$ cat config.mk
export PLATFORM = sky130hd
export DESIGN_NAME = mbx_xchg_regs
export DESIGN_NICKNAME = d
export VERILOG_FILES = /design/src/rtl/mbx_pkg.sv /design/src/rtl/mbx_host_port.sv /design/src/rtl/mbx_dsp_port.sv /design/src/rtl/mbx_status_reg.sv /design/src/rtl/mbx_xchg_reg.sv /design/src/rtl/mbx_xchg_regs.sv
export SDC_FILE = /design/constraint.sdc
export NUM_CORES = 1
export LEC_CHECK = 0
export BUFFER_PORTS_ARGS = -buffer_cell sky130_fd_sc_hd__buf_2
export CAP_MARGIN = 5
export CORE_MARGIN = 2
export CORE_UTILIZATION = 25
export DETAILED_ROUTE_END_ITERATION = 10
export GPL_ROUTABILITY_DRIVEN = 0
export SYNTH_ARGS = -nofsm -noshare
export SYNTH_HDL_FRONTEND = slang
export SYNTH_HIERARCHICAL = 1
export SYNTH_SLANG_ARGS = --single-unit
$ cat constraint.sdc
create_clock -name clk -period 2.1 [get_ports clk]
set_input_delay 0.42 -clock clk [delete_from_list [all_inputs] [get_ports clk]]
set_output_delay 0.42 -clock clk [all_outputs]
set_load 0.02 [all_outputs]
$ cat src/rtl/mbx_pkg.sv
package mbx_pkg;
   localparam int unsigned FLAG_DSP_WROTE  = 0;
   localparam int unsigned FLAG_HOST_WROTE = 1;
   localparam int unsigned NUM_FLAGS       = 2;

   typedef enum logic [1:0] {
      SLOT_XCHG_A = 2'd0,
      SLOT_XCHG_B = 2'd1,
      SLOT_STATUS = 2'd2,
      SLOT_EMPTY  = 2'd3
   } host_slot_e;
endpackage

$ cat src/rtl/mbx_host_port.sv
module mbx_host_port
   import mbx_pkg::*;
#(
   parameter int unsigned DW     = 16,
   parameter int unsigned HOFF_W = 2
) (
   input  logic              cs,
   input  logic              we,
   input  logic [HOFF_W-1:0] off,
   input  logic [DW-1:0]     xchg_q,
   input  logic [DW-1:0]     stat_q,
   output logic              xchg_wr,
   output logic              stat_rd,
   output logic [DW-1:0]     rdata
);
   host_slot_e slot;
   logic       upper_zero;

   generate
      if (HOFF_W > 2) begin : g_wide
         assign upper_zero = (off[HOFF_W-1:2] == '0);
      end else begin : g_narrow
         assign upper_zero = 1'b1;
      end
   endgenerate

   always_comb begin
      slot = upper_zero ? host_slot_e'(off[1:0]) : SLOT_EMPTY;
   end

   always_comb begin
      xchg_wr = cs && we && ((slot == SLOT_XCHG_A) || (slot == SLOT_XCHG_B));
      stat_rd = cs && !we && (slot == SLOT_STATUS);
   end

   always_comb begin
      rdata = '0;
      unique case (slot)
         SLOT_XCHG_A, SLOT_XCHG_B: rdata = xchg_q;
         SLOT_STATUS:              rdata = stat_q;
         default:                  rdata = '0;
      endcase
   end
endmodule

$ cat src/rtl/mbx_dsp_port.sv
module mbx_dsp_port #(
   parameter int unsigned DW       = 16,
   parameter int unsigned IDX_W    = 4,
   parameter int unsigned IDX_STAT = 8,
   parameter int unsigned IDX_XCHG = 11
) (
   input  logic             stb,
   input  logic             we,
   input  logic [IDX_W-1:0] idx,
   input  logic             claim,
   input  logic [DW-1:0]    xchg_q,
   input  logic [DW-1:0]    stat_q,
   output logic             xchg_wr,
   output logic             stat_wr,
   output logic             stat_rd,
   output logic [DW-1:0]    rdata
);
   localparam logic [IDX_W-1:0] SEL_STAT = IDX_W'(IDX_STAT);
   localparam logic [IDX_W-1:0] SEL_XCHG = IDX_W'(IDX_XCHG);

   logic hit_stat, hit_xchg, raw_stat;

   always_comb begin
      hit_stat = (idx == SEL_STAT);
      hit_xchg = (idx == SEL_XCHG);
      raw_stat = hit_stat && !claim;
      xchg_wr  = stb && we && hit_xchg;
      stat_wr  = stb && we && raw_stat;
      stat_rd  = stb && !we && raw_stat;
   end

   always_comb begin
      if (hit_xchg)      rdata = xchg_q;
      else if (raw_stat) rdata = stat_q;
      else               rdata = '0;
   end
endmodule

$ cat src/rtl/mbx_status_reg.sv
module mbx_status_reg
   import mbx_pkg::*;
#(
   parameter int unsigned DW = 16
) (
   input  logic                 clk,
   input  logic                 rst_n,
   input  logic                 load,
   input  logic [DW-1:0]        load_val,
   input  logic [NUM_FLAGS-1:0] set,
   input  logic [NUM_FLAGS-1:0] clr,
   output logic [DW-1:0]        q
);
   for (genvar b = 0; b < DW; b++) begin : g_bit
      if (b < NUM_FLAGS) begin : g_flag
         logic nxt;
         always_comb begin
            nxt = load ? load_val[b] : q[b];
            if (clr[b]) nxt = 1'b0;
            if (set[b]) nxt = 1'b1;
         end
         always_ff @(posedge clk or negedge rst_n) begin
            if (!rst_n) q[b] <= 1'b0;
            else        q[b] <= nxt;
         end
         AST_FLAG_SET_WINS: assert property (@(posedge clk) disable iff (!rst_n) set[b] |=> q[b]);
         AST_FLAG_CLEARS: assert property (@(posedge clk) disable iff (!rst_n) (clr[b] && !set[b]) |=> !q[b]);
      end else begin : g_plain
         always_ff @(posedge clk or negedge rst_n) begin
            if (!rst_n)    q[b] <= 1'b0;
            else if (load) q[b] <= load_val[b];
         end
      end
   end

   AST_STAT_HOLD: assert property (@(posedge clk) disable iff (!rst_n) (!load && set == '0 && clr == '0) |=> $stable(q));
   AST_STAT_LOAD_HI: assert property (@(posedge clk) disable iff (!rst_n) load |=> q[DW-1:NUM_FLAGS] == $past(load_val[DW-1:NUM_FLAGS]));
endmodule

$ cat src/rtl/mbx_xchg_reg.sv
module mbx_xchg_reg #(
   parameter int unsigned DW        = 16,
   parameter bit          HOST_WINS = 1'b1
) (
   input  logic          clk,
   input  logic          rst_n,
   input  logic          host_wr,
   input  logic [DW-1:0] host_d,
   input  logic          dsp_wr,
   input  logic [DW-1:0] dsp_d,
   output logic [DW-1:0] q
);
   logic          any_wr;
   logic [DW-1:0] win_d;

   generate
      if (HOST_WINS) begin : g_host_first
         assign win_d = host_wr ? host_d : dsp_d;
         AST_HOST_PRIORITY: assert property (@(posedge clk) disable iff (!rst_n) host_wr |=> q == $past(host_d));
      end else begin : g_dsp_first
         assign win_d = dsp_wr ? dsp_d : host_d;
         AST_DSP_PRIORITY: assert property (@(posedge clk) disable iff (!rst_n) dsp_wr |=> q == $past(dsp_d));
      end
   endgenerate

   assign any_wr = host_wr || dsp_wr;

   always_ff @(posedge clk or negedge rst_n) begin
      if (!rst_n)      q <= '0;
      else if (any_wr) q <= win_d;
   end

   AST_XCHG_HOLD: assert property (@(posedge clk) disable iff (!rst_n) !any_wr |=> $stable(q));
endmodule

$ cat src/rtl/mbx_xchg_regs.sv
module mbx_xchg_regs
   import mbx_pkg::*;
#(
   parameter int unsigned DW        = 16,
   parameter int unsigned HOFF_W    = 2,
   parameter int unsigned IDX_W     = 4,
   parameter int unsigned IDX_STAT  = 8,
   parameter int unsigned IDX_XCHG  = 11,
   parameter bit          HOST_WINS = 1'b1
) (
   input  logic              clk,
   input  logic              rst_n,
   input  logic              host_cs,
   input  logic              host_we,
   input  logic [HOFF_W-1:0] host_off,
   input  logic [DW-1:0]     host_wdata,
   output logic [DW-1:0]     host_rdata,
   input  logic              dsp_stb,
   input  logic              dsp_we,
   input  logic [IDX_W-1:0]  dsp_idx,
   input  logic              dsp_claim,
   input  logic [DW-1:0]     dsp_wdata,
   output logic [DW-1:0]     dsp_rdata
);
   initial begin
      assert (DW >= NUM_FLAGS) else $error("DW must hold both flags");
      assert (HOFF_W >= 2) else $error("host window needs four slots");
      assert (IDX_STAT < (1 << IDX_W) && IDX_XCHG < (1 << IDX_W)) else $error("index out of range");
      assert (IDX_STAT != IDX_XCHG) else $error("indices must differ");
   end

   logic [DW-1:0] xchg_q, stat_q;
   logic          h_xchg_wr, h_stat_rd;
   logic          d_xchg_wr, d_stat_wr, d_stat_rd;
   logic [NUM_FLAGS-1:0] flag_set, flag_clr;

   mbx_host_port #(.DW(DW), .HOFF_W(HOFF_W)) u_host (
      .cs(host_cs), .we(host_we), .off(host_off),
      .xchg_q(xchg_q), .stat_q(stat_q),
      .xchg_wr(h_xchg_wr), .stat_rd(h_stat_rd), .rdata(host_rdata)
   );

   mbx_dsp_port #(.DW(DW), .IDX_W(IDX_W), .IDX_STAT(IDX_STAT), .IDX_XCHG(IDX_XCHG)) u_dsp (
      .stb(dsp_stb), .we(dsp_we), .idx(dsp_idx), .claim(dsp_claim),
      .xchg_q(xchg_q), .stat_q(stat_q),
      .xchg_wr(d_xchg_wr), .stat_wr(d_stat_wr), .stat_rd(d_stat_rd), .rdata(dsp_rdata)
   );

   always_comb begin
      flag_set = '0;
      flag_clr = '0;
      flag_set[FLAG_DSP_WROTE]  = d_xchg_wr;
      flag_set[FLAG_HOST_WROTE] = h_xchg_wr;
      flag_clr[FLAG_DSP_WROTE]  = h_stat_rd;
      flag_clr[FLAG_HOST_WROTE] = d_stat_rd;
   end

   mbx_xchg_reg #(.DW(DW), .HOST_WINS(HOST_WINS)) u_xchg (
      .clk(clk), .rst_n(rst_n),
      .host_wr(h_xchg_wr), .host_d(host_wdata),
      .dsp_wr(d_xchg_wr), .dsp_d(dsp_wdata), .q(xchg_q)
   );

   mbx_status_reg #(.DW(DW)) u_stat (
      .clk(clk), .rst_n(rst_n),
      .load(d_stat_wr), .load_val(dsp_wdata),
      .set(flag_set), .clr(flag_clr), .q(stat_q)
   );

   AST_DSP_SETS_B0: assert property (@(posedge clk) disable iff (!rst_n) (dsp_stb && dsp_we && dsp_idx == IDX_W'(IDX_XCHG)) |=> stat_q[0]);
   AST_HOST_SETS_B1: assert property (@(posedge clk) disable iff (!rst_n) (host_cs && host_we && host_off[HOFF_W-1:1] == '0) |=> stat_q[1]);
   AST_DSP_RD_CLR_B1: assert property (@(posedge clk) disable iff (!rst_n) (dsp_stb && !dsp_we && !dsp_claim && dsp_idx == IDX_W'(IDX_STAT) && !(host_cs && host_we && host_off[HOFF_W-1:1] == '0)) |=> !stat_q[1]);
   AST_HOST_RD_CLR_B0: assert property (@(posedge clk) disable iff (!rst_n) (host_cs && !host_we && host_off == HOFF_W'(2) && !(dsp_stb && dsp_we && dsp_idx == IDX_W'(IDX_XCHG))) |=> !stat_q[0]);
endmodule

==> impl_metrics.csv <==
group,metric,value,unit
run_status,status,"finished, final reports clean",
sta,fmax,547,MHz
cells_and_area,fin_cells,351,
setup_path,timing.rr.end,"u_stat/q[4]",
setup_path,cp_data_required_time,1.68,ns
power,seq_power_share,42.6,%
synth,synth-edff-count,0,
setup_path,slowest_stage,"and2b_2",
routing,drc,0,
routing,ant_nets,0,
sta,rsz0062_at_grt,"no",
floorplanning,io_pins,77,
global_route,grt_pass1_vias,1731,
synth,synthArstFlopShare,100,%
synth,synth_nets,219,
routing,vias_per_cell,4.71,
clock_tree,cts-root-buf,"clkbuf_8",
floorplanning,dieArea,8630,um^2
power,p_sw,0.511,mW
routing,drt_iter0_markers,93,
cells_and_area,nets,293,
power,leakagePower,1.20,nW
setup_path,crit_type,"in -> out",
clock_tree,post_cts_buffers,0,
synth,yosys_warnings,6,
floorplanning,core_area,7690,um^2
sta,slew_viol_final,0,
sta,maxSlewHeadroom,49.1,%
synth,ys_types,29,
synth,synthesis.area,1980,um^2
setup_path,path_common_cell,"buf_2",
clock_tree,clock-sinks,32,
synth,yosysSeqAreaShare,40.5,%
sta,setup_tns,0,ns
clock_tree,clk_latency,0.27,ns
global_route,grt-ovfl-total,0,
clock_tree,ctsHtreeMaxLevel,2,
setup_path,crit_buf_inv,2,
cells_and_area,fin_area,2560,um^2
synth,ys_ff_latch,32,
clock_tree,holdBufCountCts,0,
sta,period_share,87.1,%
clock_tree,clkTransAtPathRegs,0.07,ns
cells_and_area,syn_to_final_growth,29.4,%
global_route,grt_antenna_before_repair,0,
cells_and_area,drive_above_1_share,47.8,%
floorplanning,start_util,25.7,%
synth,ys.flop_type,"dfrtp_1",
power,vdd_drop_max,0.279,mV
hold_path,hold_class,"in -> async",
setup_path,path_cells,"buf_2 > and2b_2 > a32o_1 > buf_2",
global_route,grt_max_degree,33,
sta,setup_viol,0,
clock_tree,cts_buffers,5,
global_route,grt_pass1_wl,8880,um
power,total_power,1.84,mW
placed_design,port_buffers,76,
power,clock_power_share,34.9,%
setup_path,worst_r2r_path_depth,1,
placed_design,dp_hpwl,4050,um
sta,skew,0,ns
setup_path,regToRegSetupSlack,1.31,ns
clock_tree,cts_resized,0,
floorplanning,die_y,92.9,um
placed_design,placed_cells,343,
setup_path,crit_family,"simple AND/OR/NAND/NOR gates",
synth,synthCells,174,
setup_path,cp_slowest_stage_delay,0.45,ns
power,powerDensity,720,nW/um^2
routing,routed_wl,5880,um
placed_design,placed_cell_area,2430,um^2
setup_path,cp.arrival,1.41,ns
floorplanning,row_count,32,
global_route,grt.total_usage,13.5,%
run,maxCapViolCount,0,
setup_path,crit_fanout,16,
routing,drt-pass1-iter-count,4,
setup_path,cp-start-kind,"input port",
sta,finalHoldViolCount,0,
clock_tree,cts_tree,"done",
power,p_comb_share,22.5,%
floorplanning,fp.dieW,92.9,um
sta,worst-slew-pin-transition,0.763,ns
routing,num_vias,1652,
setup_path,timing.rr.start,"u_stat/q[4]",
power,p_int,1.33,mW
cells_and_area,n_antenna_cell,0,
sta,min_period,1.83,ns
setup_path,crit_path_end_kind,"primary output",
cells_and_area,nFillCells,830,
power,p_sw_share,27.8,%
clock_tree,cts_buffer_depth,2,
routing,routedWlPerCell,16.8,um
synth,avgSynthCellArea,11.4,um^2
-- flip-flops by register name, indices dropped and copies added, names as in the netlist --
name	cells
u_stat/q	16
u_xchg/q	16
-- routing by layer --
layer  vias up  GRT usage [%]  routed length [um]
li1        799              -                   -
met1       805           17.2                2670
met5         -              0                   0
met4         0           4.41                  56
met2        44           22.6                2940
met3         4           2.93                 215
-- cells by family after synthesis --
kind of cell | Yosys count | share of synthesized area, %
and+or+nand+nor | 43 | 13.4
muxes | 32 | 18.6
AOI/OAI and AO/OA | 50 | 20.4
buffers and inverters | 17 | 7.09
DFF | 32 | 40.5
-- cells in the mapped netlist (6+ instances only) --
cell type	instances	area (um^2)
o21ai_1	10	50.1
mux2_4	8	120
dfrtp_1	32	801
a22o_2	6	60.1
nor2b_1	11	68.8
a32o_1	16	160
mux2_2	6	67.6
buf_2	7	35.0
mux2i_1	18	180
o21ai_0	6	30.0
nand2_1	17	63.8
a22o_1	10	87.6
-- per-stage QoR --
| step | util (%) | hold WS, ns | setup WS, ns |
|---|---|---|---|
| floorplan | - | 0.124 | 0.228 |
| global placement | 31.6 | 0.507 | 0.141 |
| detailed placement | 31.6 | 0.512 | 0.126 |
| CTS | 33.3 | 0.222 | 0.269 |
| global route | 33.3 | 0.254 | 0.217 |
| finish | 33.3 | 0.208 | 0.272 |
-- final cells by class --
type,instances,area [um^2],share of cell area (%)
clock inverter,1,30.0,1.17
sequential,32,801,31.3
inverter,1,3.75,0.147
multi-input combinational,125,1040,40.7
tap,102,128,4.99
timing repair buffer,83,458,17.9
clock buffer,7,96.3,3.77
-- layout by cell type (no fill, tap or decap) --
master,synthesis,routed
a22o_1,10,10
a22o_2,6,6
a32o_1,16,16
and2b_1,5,5
and2b_2,1,1
and3_1,2,2
and3b_2,1,1
and4b_2,1,1
buf_12,2,2
buf_2,7,76
buf_4,0,5
bufinv_16,0,1
clkbuf_8,0,7
dfrtp_1,32,32
inv_2,1,1
mux2_2,6,6
mux2_4,8,8
mux2i_1,18,18
nand2_1,17,17
nor2_1,1,1
nor2b_1,11,11
nor2b_4,1,1
nor3_2,0,1
nor4b_2,1,1
o21ai_0,6,6
o21ai_1,10,10
o21bai_1,2,2
or4b_4,1,1
-- worst max-delay path by stage --
stage,from,end,depth (start not counted)
2_1_floorplan,dsp_idx[2],u_stat/q[11],5
3_3_place_gp,dsp_idx[2],u_stat/q[3],5
3_5_place_dp,dsp_idx[2],u_stat/q[15],5
4_1_cts,dsp_idx[2],dsp_rdata[2],4
5_1_grt,dsp_claim,dsp_rdata[2],4
6_report,dsp_idx[2],dsp_rdata[1],4
-- power by group through the flow --
| stage | clock (mW) | combinational (mW) | sequential, mW |
|---|---|---|---|
| after floorplan | 0 | 0.285 | 0.773 |
| after global placement | 0 | 0.408 | 0.790 |
| after detailed placement | 0 | 0.417 | 0.794 |
| after CTS | 0.662 | 0.418 | 0.783 |
| after global routing | 0.690 | 0.449 | 0.797 |
| final | 0.643 | 0.414 | 0.784 |
(Power assumes the default switching activity.)
